### src/rtl/tc_pkg.sv
package tc_pkg;
  localparam int BYTE_W  = 8;
  localparam int COUNT_W = 2 * BYTE_W;

  typedef enum logic [1:0] {
    ACC_LATCH = 2'b00,
    ACC_LO    = 2'b01,
    ACC_HI    = 2'b10,
    ACC_LH    = 2'b11
  } acc_e;

  // four-digit decimal decrement with digit-wise borrow
  function automatic logic [COUNT_W-1:0] bcd_dec(input logic [COUNT_W-1:0] v);
    logic [COUNT_W-1:0] r;
    logic               borrow;
    r      = v;
    borrow = 1'b1;
    for (int d = 0; d < COUNT_W / 4; d++) begin
      if (borrow) begin
        if (v[d*4 +: 4] == 4'd0) begin
          r[d*4 +: 4] = 4'd9;
        end else begin
          r[d*4 +: 4] = v[d*4 +: 4] - 4'd1;
          borrow      = 1'b0;
        end
      end
    end
    return r;
  endfunction
endpackage

### src/rtl/tc_cw_decode.sv
module tc_cw_decode
  import tc_pkg::*;
#(
  parameter int NCH = 3
) (
  input  logic              clk,
  input  logic              rst,
  input  logic              wr_en,
  input  logic [1:0]        addr,
  input  logic [BYTE_W-1:0] wdata,
  output logic [NCH-1:0]    cfg_we,
  output logic [NCH-1:0]    latch_req,
  output logic [NCH-1:0]    data_we
);
  localparam logic [1:0] CTRL_ADDR = 2'd3;

  logic ctrl_wr;
  assign ctrl_wr = wr_en && (addr == CTRL_ADDR);

  for (genvar i = 0; i < NCH; i++) begin : g_dec
    logic sel_hit;
    assign sel_hit      = ctrl_wr && (wdata[7:6] == 2'(i));
    assign data_we[i]   = wr_en && (addr == 2'(i));
    assign cfg_we[i]    = sel_hit && (wdata[5:4] != ACC_LATCH);
    assign latch_req[i] = sel_hit && (wdata[5:4] == ACC_LATCH);
  end

  AST_RESERVED_SEL_IGNORED: assert property (@(posedge clk) disable iff (rst)
    (ctrl_wr && wdata[7:6] == 2'd3) |-> (cfg_we == '0 && latch_req == '0));

  AST_SINGLE_TARGET: assert property (@(posedge clk) disable iff (rst)
    $onehot0({cfg_we, latch_req, data_we}));
endmodule

### src/rtl/tc_channel.sv
module tc_channel
  import tc_pkg::*;
(
  input  logic              clk,
  input  logic              rst,
  input  logic              cfg_we,
  input  logic              latch_req,
  input  logic              data_we,
  input  logic              rd_stb,
  input  logic              cnt_en,
  input  logic [BYTE_W-1:0] wdata,
  output logic [BYTE_W-1:0] rd_byte,
  output logic              tc_out
);
  localparam logic [2:0] MODE_RATE = 3'd2;

  acc_e               acc_q;
  logic [2:0]         mode_q;
  logic               bcd_q;
  logic [COUNT_W-1:0] count_q, reload_q, hold_q;
  logic               latched_q, wr_hi_q, rd_hi_q, armed_q, out_q;

  logic               rate_mode;
  logic [COUNT_W-1:0] dec_val, load_val, rd_src;
  logic               load_now;

  assign rate_mode = (mode_q == MODE_RATE);
  assign dec_val   = bcd_q ? bcd_dec(count_q) : count_q - 1'b1;

  always_comb begin
    load_val = {wdata, reload_q[BYTE_W-1:0]};
    load_now = data_we && wr_hi_q;
    case (acc_q)
      ACC_LO: begin
        load_val = {{BYTE_W{1'b0}}, wdata};
        load_now = data_we;
      end
      ACC_HI: begin
        load_val = {wdata, {BYTE_W{1'b0}}};
        load_now = data_we;
      end
      default: ;
    endcase
  end

  always_ff @(posedge clk) begin
    if (rst) begin
      acc_q     <= ACC_LO;
      mode_q    <= '0;
      bcd_q     <= 1'b0;
      count_q   <= '0;
      reload_q  <= '0;
      hold_q    <= '0;
      latched_q <= 1'b0;
      wr_hi_q   <= 1'b0;
      rd_hi_q   <= 1'b0;
      armed_q   <= 1'b0;
      out_q     <= 1'b0;
    end else begin
      if (cfg_we) begin
        acc_q     <= acc_e'(wdata[5:4]);
        mode_q    <= wdata[3:1];
        bcd_q     <= wdata[0];
        wr_hi_q   <= 1'b0;
        rd_hi_q   <= 1'b0;
        latched_q <= 1'b0;
        armed_q   <= 1'b0;
        out_q     <= (wdata[3:1] == MODE_RATE);
      end else if (data_we) begin
        if (load_now) begin
          reload_q <= load_val;
          count_q  <= load_val;
          armed_q  <= 1'b1;
          out_q    <= rate_mode;
          wr_hi_q  <= 1'b0;
        end else begin
          reload_q[BYTE_W-1:0] <= wdata;
          wr_hi_q              <= 1'b1;
        end
      end else if (armed_q && cnt_en) begin
        if (rate_mode && count_q == 1) begin
          count_q <= reload_q;
          out_q   <= 1'b1;
        end else begin
          count_q <= dec_val;
          if (rate_mode)         out_q <= (dec_val != 1);
          else if (count_q == 1) out_q <= 1'b1;
        end
      end

      if (latch_req && !latched_q) begin
        hold_q    <= count_q;
        latched_q <= 1'b1;
      end

      if (rd_stb) begin
        if (acc_q == ACC_LH) rd_hi_q <= !rd_hi_q;
        if (latched_q && (acc_q != ACC_LH || rd_hi_q)) latched_q <= 1'b0;
      end
    end
  end

  always_comb begin
    rd_src = latched_q ? hold_q : count_q;
    case (acc_q)
      ACC_HI:  rd_byte = rd_src[COUNT_W-1:BYTE_W];
      ACC_LH:  rd_byte = rd_hi_q ? rd_src[COUNT_W-1:BYTE_W] : rd_src[BYTE_W-1:0];
      default: rd_byte = rd_src[BYTE_W-1:0];
    endcase
  end

  assign tc_out = out_q;

  AST_TC_STAYS_HIGH: assert property (@(posedge clk) disable iff (rst)
    (!rate_mode && out_q && !cfg_we && !load_now) |=> out_q);

  AST_LOAD_DROPS_TC: assert property (@(posedge clk) disable iff (rst)
    (!rate_mode && load_now && !cfg_we) |=> !out_q);

  AST_RATE_PULSE_ONE: assert property (@(posedge clk) disable iff (rst)
    (rate_mode && armed_q && !out_q && cnt_en && !cfg_we && !data_we) |=> out_q);

  AST_HOLD_FROZEN: assert property (@(posedge clk) disable iff (rst)
    (latched_q && !cfg_we) |=> $stable(hold_q));

  AST_IDLE_NO_COUNT: assert property (@(posedge clk) disable iff (rst)
    (!armed_q && !data_we && !cfg_we) |=> $stable(count_q));
endmodule

### src/rtl/prog_interval_counter.sv
module prog_interval_counter
  import tc_pkg::*;
#(
  parameter int NCH = 3
) (
  input  logic              clk,
  input  logic              rst,
  input  logic              wr_en,
  input  logic              rd_en,
  input  logic [1:0]        addr,
  input  logic [BYTE_W-1:0] wdata,
  input  logic [NCH-1:0]    cnt_en,
  output logic [BYTE_W-1:0] rdata,
  output logic [NCH-1:0]    irq_out
);
  logic [NCH-1:0]    cfg_we, latch_req, data_we;
  logic [BYTE_W-1:0] ch_byte [NCH];
  logic [BYTE_W-1:0] rd_sel;
  logic              rd_hit;

  tc_cw_decode #(.NCH(NCH)) dec_i (
    .clk       (clk),
    .rst       (rst),
    .wr_en     (wr_en),
    .addr      (addr),
    .wdata     (wdata),
    .cfg_we    (cfg_we),
    .latch_req (latch_req),
    .data_we   (data_we)
  );

  for (genvar i = 0; i < NCH; i++) begin : g_ch
    tc_channel ch_i (
      .clk       (clk),
      .rst       (rst),
      .cfg_we    (cfg_we[i]),
      .latch_req (latch_req[i]),
      .data_we   (data_we[i]),
      .rd_stb    (rd_en && (addr == 2'(i))),
      .cnt_en    (cnt_en[i]),
      .wdata     (wdata),
      .rd_byte   (ch_byte[i]),
      .tc_out    (irq_out[i])
    );
  end

  always_comb begin
    rd_sel = '0;
    rd_hit = 1'b0;
    for (int i = 0; i < NCH; i++) begin
      if (addr == 2'(i)) begin
        rd_sel = ch_byte[i];
        rd_hit = 1'b1;
      end
    end
  end

  always_ff @(posedge clk) begin
    if (rst)                  rdata <= '0;
    else if (rd_en && rd_hit) rdata <= rd_sel;
  end

  AST_RDATA_HOLDS: assert property (@(posedge clk) disable iff (rst)
    !rd_en |=> $stable(rdata));
endmodule

### config.mk
export PLATFORM = sky130hd
export DESIGN_NAME = prog_interval_counter
export DESIGN_NICKNAME = d
export VERILOG_FILES = /design/src/rtl/tc_pkg.sv /design/src/rtl/tc_cw_decode.sv /design/src/rtl/tc_channel.sv /design/src/rtl/prog_interval_counter.sv
export SDC_FILE = /design/constraint.sdc
export NUM_CORES = 1
export LEC_CHECK = 0
export ABC_CLOCK_PERIOD_IN_PS = 8000
export BUFFER_PORTS_ARGS = -buffer_cell sky130_fd_sc_hd__clkbuf_2
export CAP_MARGIN = 20
export CORE_MARGIN = 8
export CORE_UTILIZATION = 40
export CTS_CLUSTER_SIZE = 24
export DETAILED_ROUTE_END_ITERATION = 16
export MAX_ROUTING_LAYER = met4
export RECOVER_POWER = 50
export SETUP_SLACK_MARGIN = 0.02
export SYNTH_ARGS = -nofsm -noshare
export SYNTH_HDL_FRONTEND = slang
export SYNTH_SLANG_ARGS = --single-unit
### constraint.sdc
create_clock -name clk -period 8 [get_ports clk]
set_clock_uncertainty 0.15 [all_clocks]
set_input_delay 1.6 -clock clk [delete_from_list [all_inputs] [get_ports clk]]
set_output_delay 1.6 -clock clk [all_outputs]
set_load 0.02 [all_outputs]
* Word-level counts from Yosys, hierarchy flattened
Cells that the tools add are included.
** Storage, ports and cells
- Word-level logic and storage cells :: 295
- Register bits after elaboration :: 185
- Output and inout bits :: 11
** Cells by class
- Reduce and logical (&&, ||, !) cells :: 87
- Add/sub/neg operators :: 15
- Equality and inequality tests :: 33
- Multiplexer cells :: 120
- Bitwise gates (word level) :: 3
** Operators by type and width (count)
- 16-bit 2-to-1 mux :: 18
- 16-bit one-hot mux with 2 select lines :: 3
- 4-bit 2-to-1 mux :: 21
- 8-bit 2-to-1 mux :: 9
- 1-bit 2-to-1 mux :: 66
- 16-bit by 1-bit equality test with 1-bit output (second input constant) :: 3
- 4-bit zero test :: 12
- 16-bit by 1-bit != test with 1-bit output (second input constant) :: 3
- 8-bit one-hot mux with 2 select lines :: 3
- 16-bit by 1-bit subtractor with 16-bit output (second input constant) :: 3
- 4-bit by 1-bit subtractor with 4-bit output (second input constant) :: 12
- 1-bit logical AND :: 32
- 3-bit AND reduction :: 9
- 2-bit equality test (second input constant) :: 9
- 5-bit nonzero test :: 3
- 3-bit by 2-bit equality test with 1-bit output (second input constant) :: 4
- 2-bit != test (second input constant) :: 6
- 2-bit AND reduction :: 6
- 2-bit OR reduction :: 6
- 2-bit by 1-bit equality test with 1-bit output (second input constant) :: 5
- 3-bit by 2-bit != test with 1-bit output (second input constant) :: 3
- 3-bit nonzero test :: 3
- 2-bit nonzero test :: 4
- 1-bit zero test :: 6
- other kinds (3) :: 9

* Logic depth before layout (Yosys ltp)
- Depth after elaboration :: 12
- Mapped depth :: 11
- Gate-level depth less buffers :: 9

* Cells and area by module
From an unflattened synthesis, not the netlist that was laid out.
** Unflattened totals
- Cell total of the unflattened synthesis :: 1396
- Area, all modules :: 11252.0 µm²
** By module, submodules not included
- tc_channel (g_ch[0].ch_i ...) :: area an instance 3579.7 µm², cells each 442, instances 2, sequential area each 1181.1 µm²
- tc_channel (g_ch[2].ch_i) :: area an instance 3560.9 µm², cells each 447, instances 1, sequential area each 1181.1 µm²
- prog_interval_counter :: area an instance 441.7 µm², cells each 50, instances 1, sequential area each 160.2 µm²
- tc_cw_decode :: area an instance 90.1 µm², cells each 15, instances 1, sequential area each 0.0 µm²

* Worst setup path before layout
OpenSTA, ideal clock, no wires.
- Path type :: in2reg
- From :: input wr_en
- To :: register g_ch[0].ch_i.count_q[10]
- Buffers on the path :: 3
- Library setup time :: 123 ps
- Stages :: 9
- Setup slack :: 4321 ps
- Required time :: 7727 ps
- Data arrival time :: 3406 ps
- Cell sequence :: clkbuf_1 > nor3b_1 > and2_1 > buf_2 > a31oi_1 > or2_2 > clkbuf_1 > a221oi_1 > nor2_1
** On the way
- Longest elaborated chain between the ends :: 5
** Ends and longest elaborated chain
- start: declaration :: line prog_interval_counter.sv:8 : input logic wr_en,
- 1-bit logical AND (on tied branches) :: line tc_cw_decode.sv:23, tc_cw_decode.sv:18
- 1-bit logical AND (on tied branches) :: line tc_channel.sv:32, tc_cw_decode.sv:22
- 1-bit 2-to-1 mux or 1-bit logical AND (tied branches) :: line tc_channel.sv:33, tc_cw_decode.sv:24
- 2-bit != test (no line) or 1-bit NOT (tied branches)
- 3-bit AND reduction (no line)
- end signal: assignment :: line tc_channel.sv:72 : count_q <= load_val;
- end signal: assignment :: line tc_channel.sv:82 : count_q <= reload_q;
- end signal: assignment :: line tc_channel.sv:85 : count_q <= dec_val;
- end: declaration :: line tc_channel.sv:20 : logic [COUNT_W-1:0] count_q, reload_q, hold_q;
Several ways; a longest one is shown, not always the timed one.
A chain may end at the register's enable or synchronous reset.

* Worst setup path in the final report
- From :: input addr[0]
- To :: register g_ch[2].ch_i.count_q[6]
** On the way
- Longest elaborated chain between the ends :: 6
** Ends and longest elaborated chain
- start: declaration :: line prog_interval_counter.sv:10 : input logic [1:0] addr,
- 2-bit equality test (on tied branches) :: line tc_cw_decode.sv:23, tc_cw_decode.sv:18
- 1-bit logical AND (on tied branches) :: line tc_cw_decode.sv:23, tc_cw_decode.sv:18
- 1-bit logical AND (on tied branches) :: line tc_channel.sv:32, tc_cw_decode.sv:22
- 1-bit 2-to-1 mux or 1-bit logical AND (tied branches) :: line tc_channel.sv:33, tc_cw_decode.sv:24
- 2-bit != test (no line) or 1-bit NOT (tied branches)
- 3-bit AND reduction (no line)
- end signal: assignment :: line tc_channel.sv:72
- end signal: assignment :: line tc_channel.sv:82
- end signal: assignment :: line tc_channel.sv:85
- end: declaration :: line tc_channel.sv:20
Several ways; a longest one is shown, not always the timed one.

==> Flow_metrics.wiki <==
{| class="wikitable"
! Metric !! Value
|-
| Via/cell ratio || 5.985
|-
| Total routing resource utilization after global routing || 20.71%
|-
| Detailed-route wire length || 33,940 um
|-
| Leakage power figure || approximately 4 nW
|-
| Number of flip-flops and latches in the synthesized netlist || 185
|-
| Number of placement rows || 60
|-
| Largest fanout on the critical path || 34
|-
| Detailed-routing iteration count for the pre-antenna-repair pass || 5
|-
| Type of origin of the critical path || primary input
|-
| Critical Path Most Common Cell || sky130_fd_sc_hd__clkbuf_1
|-
| Worst path slowest cell || sky130_fd_sc_hd__clkbuf_1
|-
| Post-Syn Area || 11,020 um^2
|-
| Drc violations || 0
|-
| Number of antenna-violating nets in the routed design || 0
|-
| Die X-Extent || 182.0 um
|-
| Clock root cell || sky130_fd_sc_hd__clkbuf_16
|-
| Pin count of the biggest net entering global routing || 94
|-
| Diode insertion count for antenna repair || 0
|-
| Die Footprint || between 30,000 and 40,000 um^2
|-
| # Max-Cap Violations || 0
|-
| Peak supply drop || between 0.00015 and 0.0002 V
|-
| Clock tree from TritonCTS || built
|-
| Starting density of the core || about two fifths
|-
| Post-Syn Nets || 1,531
|-
| Routed vias || 10,630
|-
| Number of warnings printed during yosys synthesis || 0
|-
| Core Footprint || 27,030 um^2
|-
| Shortest period the worst path allows || between 4 and 5 ns
|-
| EDFF count, synth || 0
|-
| Maximum buffer depth of the clock tree || 2
|-
| Layout net count || 1,457
|-
| Count of fill cells added during filler insertion || 2,777
|-
| Ports || 28
|-
| Total setup buffers inserted after CTS || 0
|-
| Clock-pin slew on the worst setup and hold paths || 0.08 ns
|-
| Status || finished clean
|-
| Overall overflow remaining after global route || 0
|-
| WHS Path Cells || 2
|-
| Buffers added on ports || 27
|-
| Global-route wire length before repair || 54,380 um
|-
| Synth Area per Inst || 7.368 um^2
|-
| Relative slew slack || 0.6490%
|-
| Final setup violation count || 0
|-
| Critical path start-end classification || primary input to flop
|-
| Cell variety after synth || 76
|-
| Sum of net half-perimeters after detailed placement || 23,100 um
|-
| Setup_tns || 0 ns
|-
| Slew at the pin closest to its max-slew limit || 1.490 ns
|-
| Non-Filler Instances || 1,776
|-
| Primary FF master, synth || sky130_fd_sc_hd__dfxtp_1
|-
| Kind of capture point of the worst setup path || flop
|-
| Largest stage delay, worst path || 1.09 ns
|-
| Fin. max-slew vios || 0
|-
| Number of cells on the worst reg-to-reg path || 10
|-
| Final hold violation count || 0
|-
| Worst hold path class || flop to flop
|-
| Number of antenna violations at the first check in global routing || 0
|-
| Vertical die dimension || 182.0 um
|-
| Final cycle utilization of the critical path || between 60% and 70%
|-
| Cts bufs inserted || 17
|-
| Num Clock Sinks || 185
|-
| H-tree levels || 4
|-
| Number of global-route vias before repair || approximately 9,700
|-
| Register area share after synthesis || 33.60%
|-
| Routability cong. || a little over 0.9
|-
| Pwr dens || 202.9 nW/um^2
|-
| Count of instances resized after the clock tree is built || 0
|-
| Proportion of register bits with asynchronous set or reset after synthesis || 0%
|-
| Data required time of the critical path || 8.17 ns
|-
| Cells traversed along the worst timing path || clkbuf_1, nand3b_1, clkbuf_1, a31o_2, and2_1, o21ai_0, o22ai_1, nor2_1
|-
| Signed area change from the synthesized netlist to the final layout || 6.391%
|-
| Later-pin clock latency in the skew report || 0.45 ns
|-
| Violation count after the first detailed-routing iteration || 939
|-
| Cells after DPL || approximately 1,700
|-
| Cells after synthesis || 1,496
|-
| Proportion of layout cells with a drive suffix above 1 || 6.481%
|-
| Signal arrival time at the worst endpoint || 4.99 ns
|-
| WL per Instance || 19.11 um
|-
| Fmax || a little over 200 MHz
|-
| Number of buffers added to fix hold violations after cts || 0
|-
| RSZ-0062 raised after global routing || no
|}
## metal layers
layer,vias up,wire [um],global-route usage [%]
li1,5213,-,-
met1,5038,16140,27.54
met2,324,15550,32.19
met3,55,1497,2.475
met4,0,750,7.019
met5,-,0,-
## through the flow
step	instance area, um^2	hold slack, ns	worst slack, ns	total power [mW]	utilization (%)
finish	11730	0.3067	3.183	2.380	43.39
global route	11730	0.3247	2.874	2.485	43.39
CTS	11760	0.3048	3.519	2.387	43.51
detailed placement	11150	0.2935	3.040	1.505	41.25
global placement	11150	0.2886	3.143	1.505	41.25
floorplan	11020	0.2788	4.321	1.381	-
## sequential cells by signal, summed over array words and instances (netlist names)
signal	flops
rdata	8
g_ch.ch_i.armed_q	3
g_ch.ch_i.reload_q	48
g_ch.ch_i.hold_q	48
g_ch.ch_i.latched_q	3
g_ch.ch_i.tc_out	3
g_ch.ch_i.acc_q	6
g_ch.ch_i.count_q	48
g_ch.ch_i.mode_q	9
g_ch.ch_i.wr_hi_q	3
g_ch.ch_i.rd_hi_q	3
g_ch.ch_i.bcd_q	3
## worst paths after layout
kind / from / endpoint / slack [ns]
worst max-delay path: addr[0] / g_ch[2].ch_i.count_q[6] / 3.18
worst max register to register: g_ch[0].ch_i.acc_q[0] / g_ch[0].ch_i.count_q[6] / 4.54
worst min register to register: g_ch[0].ch_i.hold_q[12] / g_ch[0].ch_i.hold_q[12] / 0.31
worst min-delay path: g_ch[0].ch_i.hold_q[12] / g_ch[0].ch_i.hold_q[12] / 0.31
## cell families after synthesis
| family | count (synthesis) | synth area share (%) |
|---|---|---|
| adders and majority gates | 18 | 2.043 |
| muxes | 77 | 7.118 |
| DFF | 185 | 33.60 |
| AOI/OAI and AO/OA | 414 | 23.23 |
| and+or+nand+nor | 624 | 26.55 |
| xor gates and xnor gates | 21 | 1.669 |
| buffers and inverters | 157 | 5.789 |
## where the power goes
part / internal, mW / switching, mW / total, mW
Clock: 0.451 / 0.434 / 0.885
Sequential: 0.950 / 0.0612 / 1.01
Combinational: 0.188 / 0.296 / 0.484
Total: 1.59 / 0.792 / 2.38
## synth_stat cells (all sizes together) (4+ instances only)
master | number | share of area (%)
o221ai | 10 | 0.79
nor3b | 11 | 0.75
inv | 22 | 0.75
a21oi | 168 | 7.6
xnor2 | 10 | 0.79
buf | 19 | 1.1
o21ai | 66 | 3.0
xor2 | 11 | 0.87
o21a | 5 | 0.34
and2 | 13 | 0.74
nor2b | 5 | 0.28
or3 | 10 | 0.57
nand3b | 4 | 0.27
nand2b | 9 | 0.51
or4 | 11 | 0.78
ha | 18 | 2.0
or2 | 14 | 0.79
nor2 | 173 | 5.9
or3b | 4 | 0.32
o211ai | 40 | 2.7
a31oi | 8 | 0.45
a211oi | 43 | 2.9
clkbuf | 116 | 4.0
o31ai | 6 | 0.41
nand4 | 9 | 0.51
nor3 | 46 | 2.1
and3 | 13 | 0.74
nor4 | 12 | 0.87
mux2i | 69 | 6.3
nand2 | 207 | 7.0
nand3 | 70 | 3.2
mux2 | 8 | 0.85
dfxtp | 185 | 34
a221oi | 15 | 1.2
o22ai | 22 | 1.2
## cell type report
cell class	count	area (um^2)	share of cell area, %
Clock inverter	15	183.9	1.569
Tap cell	341	426.7	3.639
Sequential cell	185	3704	31.58
Multi-Input combinational cell	1154	6680	56.97
Inverter	22	82.58	0.7042
Timing Repair Buffer	42	224.0	1.910
Clock buffer	17	425.4	3.628
## layout by cell type, fill, tap and decap left out, drive strengths merged, types with 29 or more instances in the layout
master  count
a211oi     43
inv        29
nor2      173
clkbuf     47
mux2i      69
dfxtp     185
nor3       46
o211ai     40
nand2     207
nand3      70
a21oi     168
o21ai      66
## worst max-delay path, delay by kind of cell
kind	cells	cell delay, ns
buf+inv	2	1.78
simple gates	3	0.89
compound gates	3	0.69
Note: power is estimated with default switching activity, not from simulation.
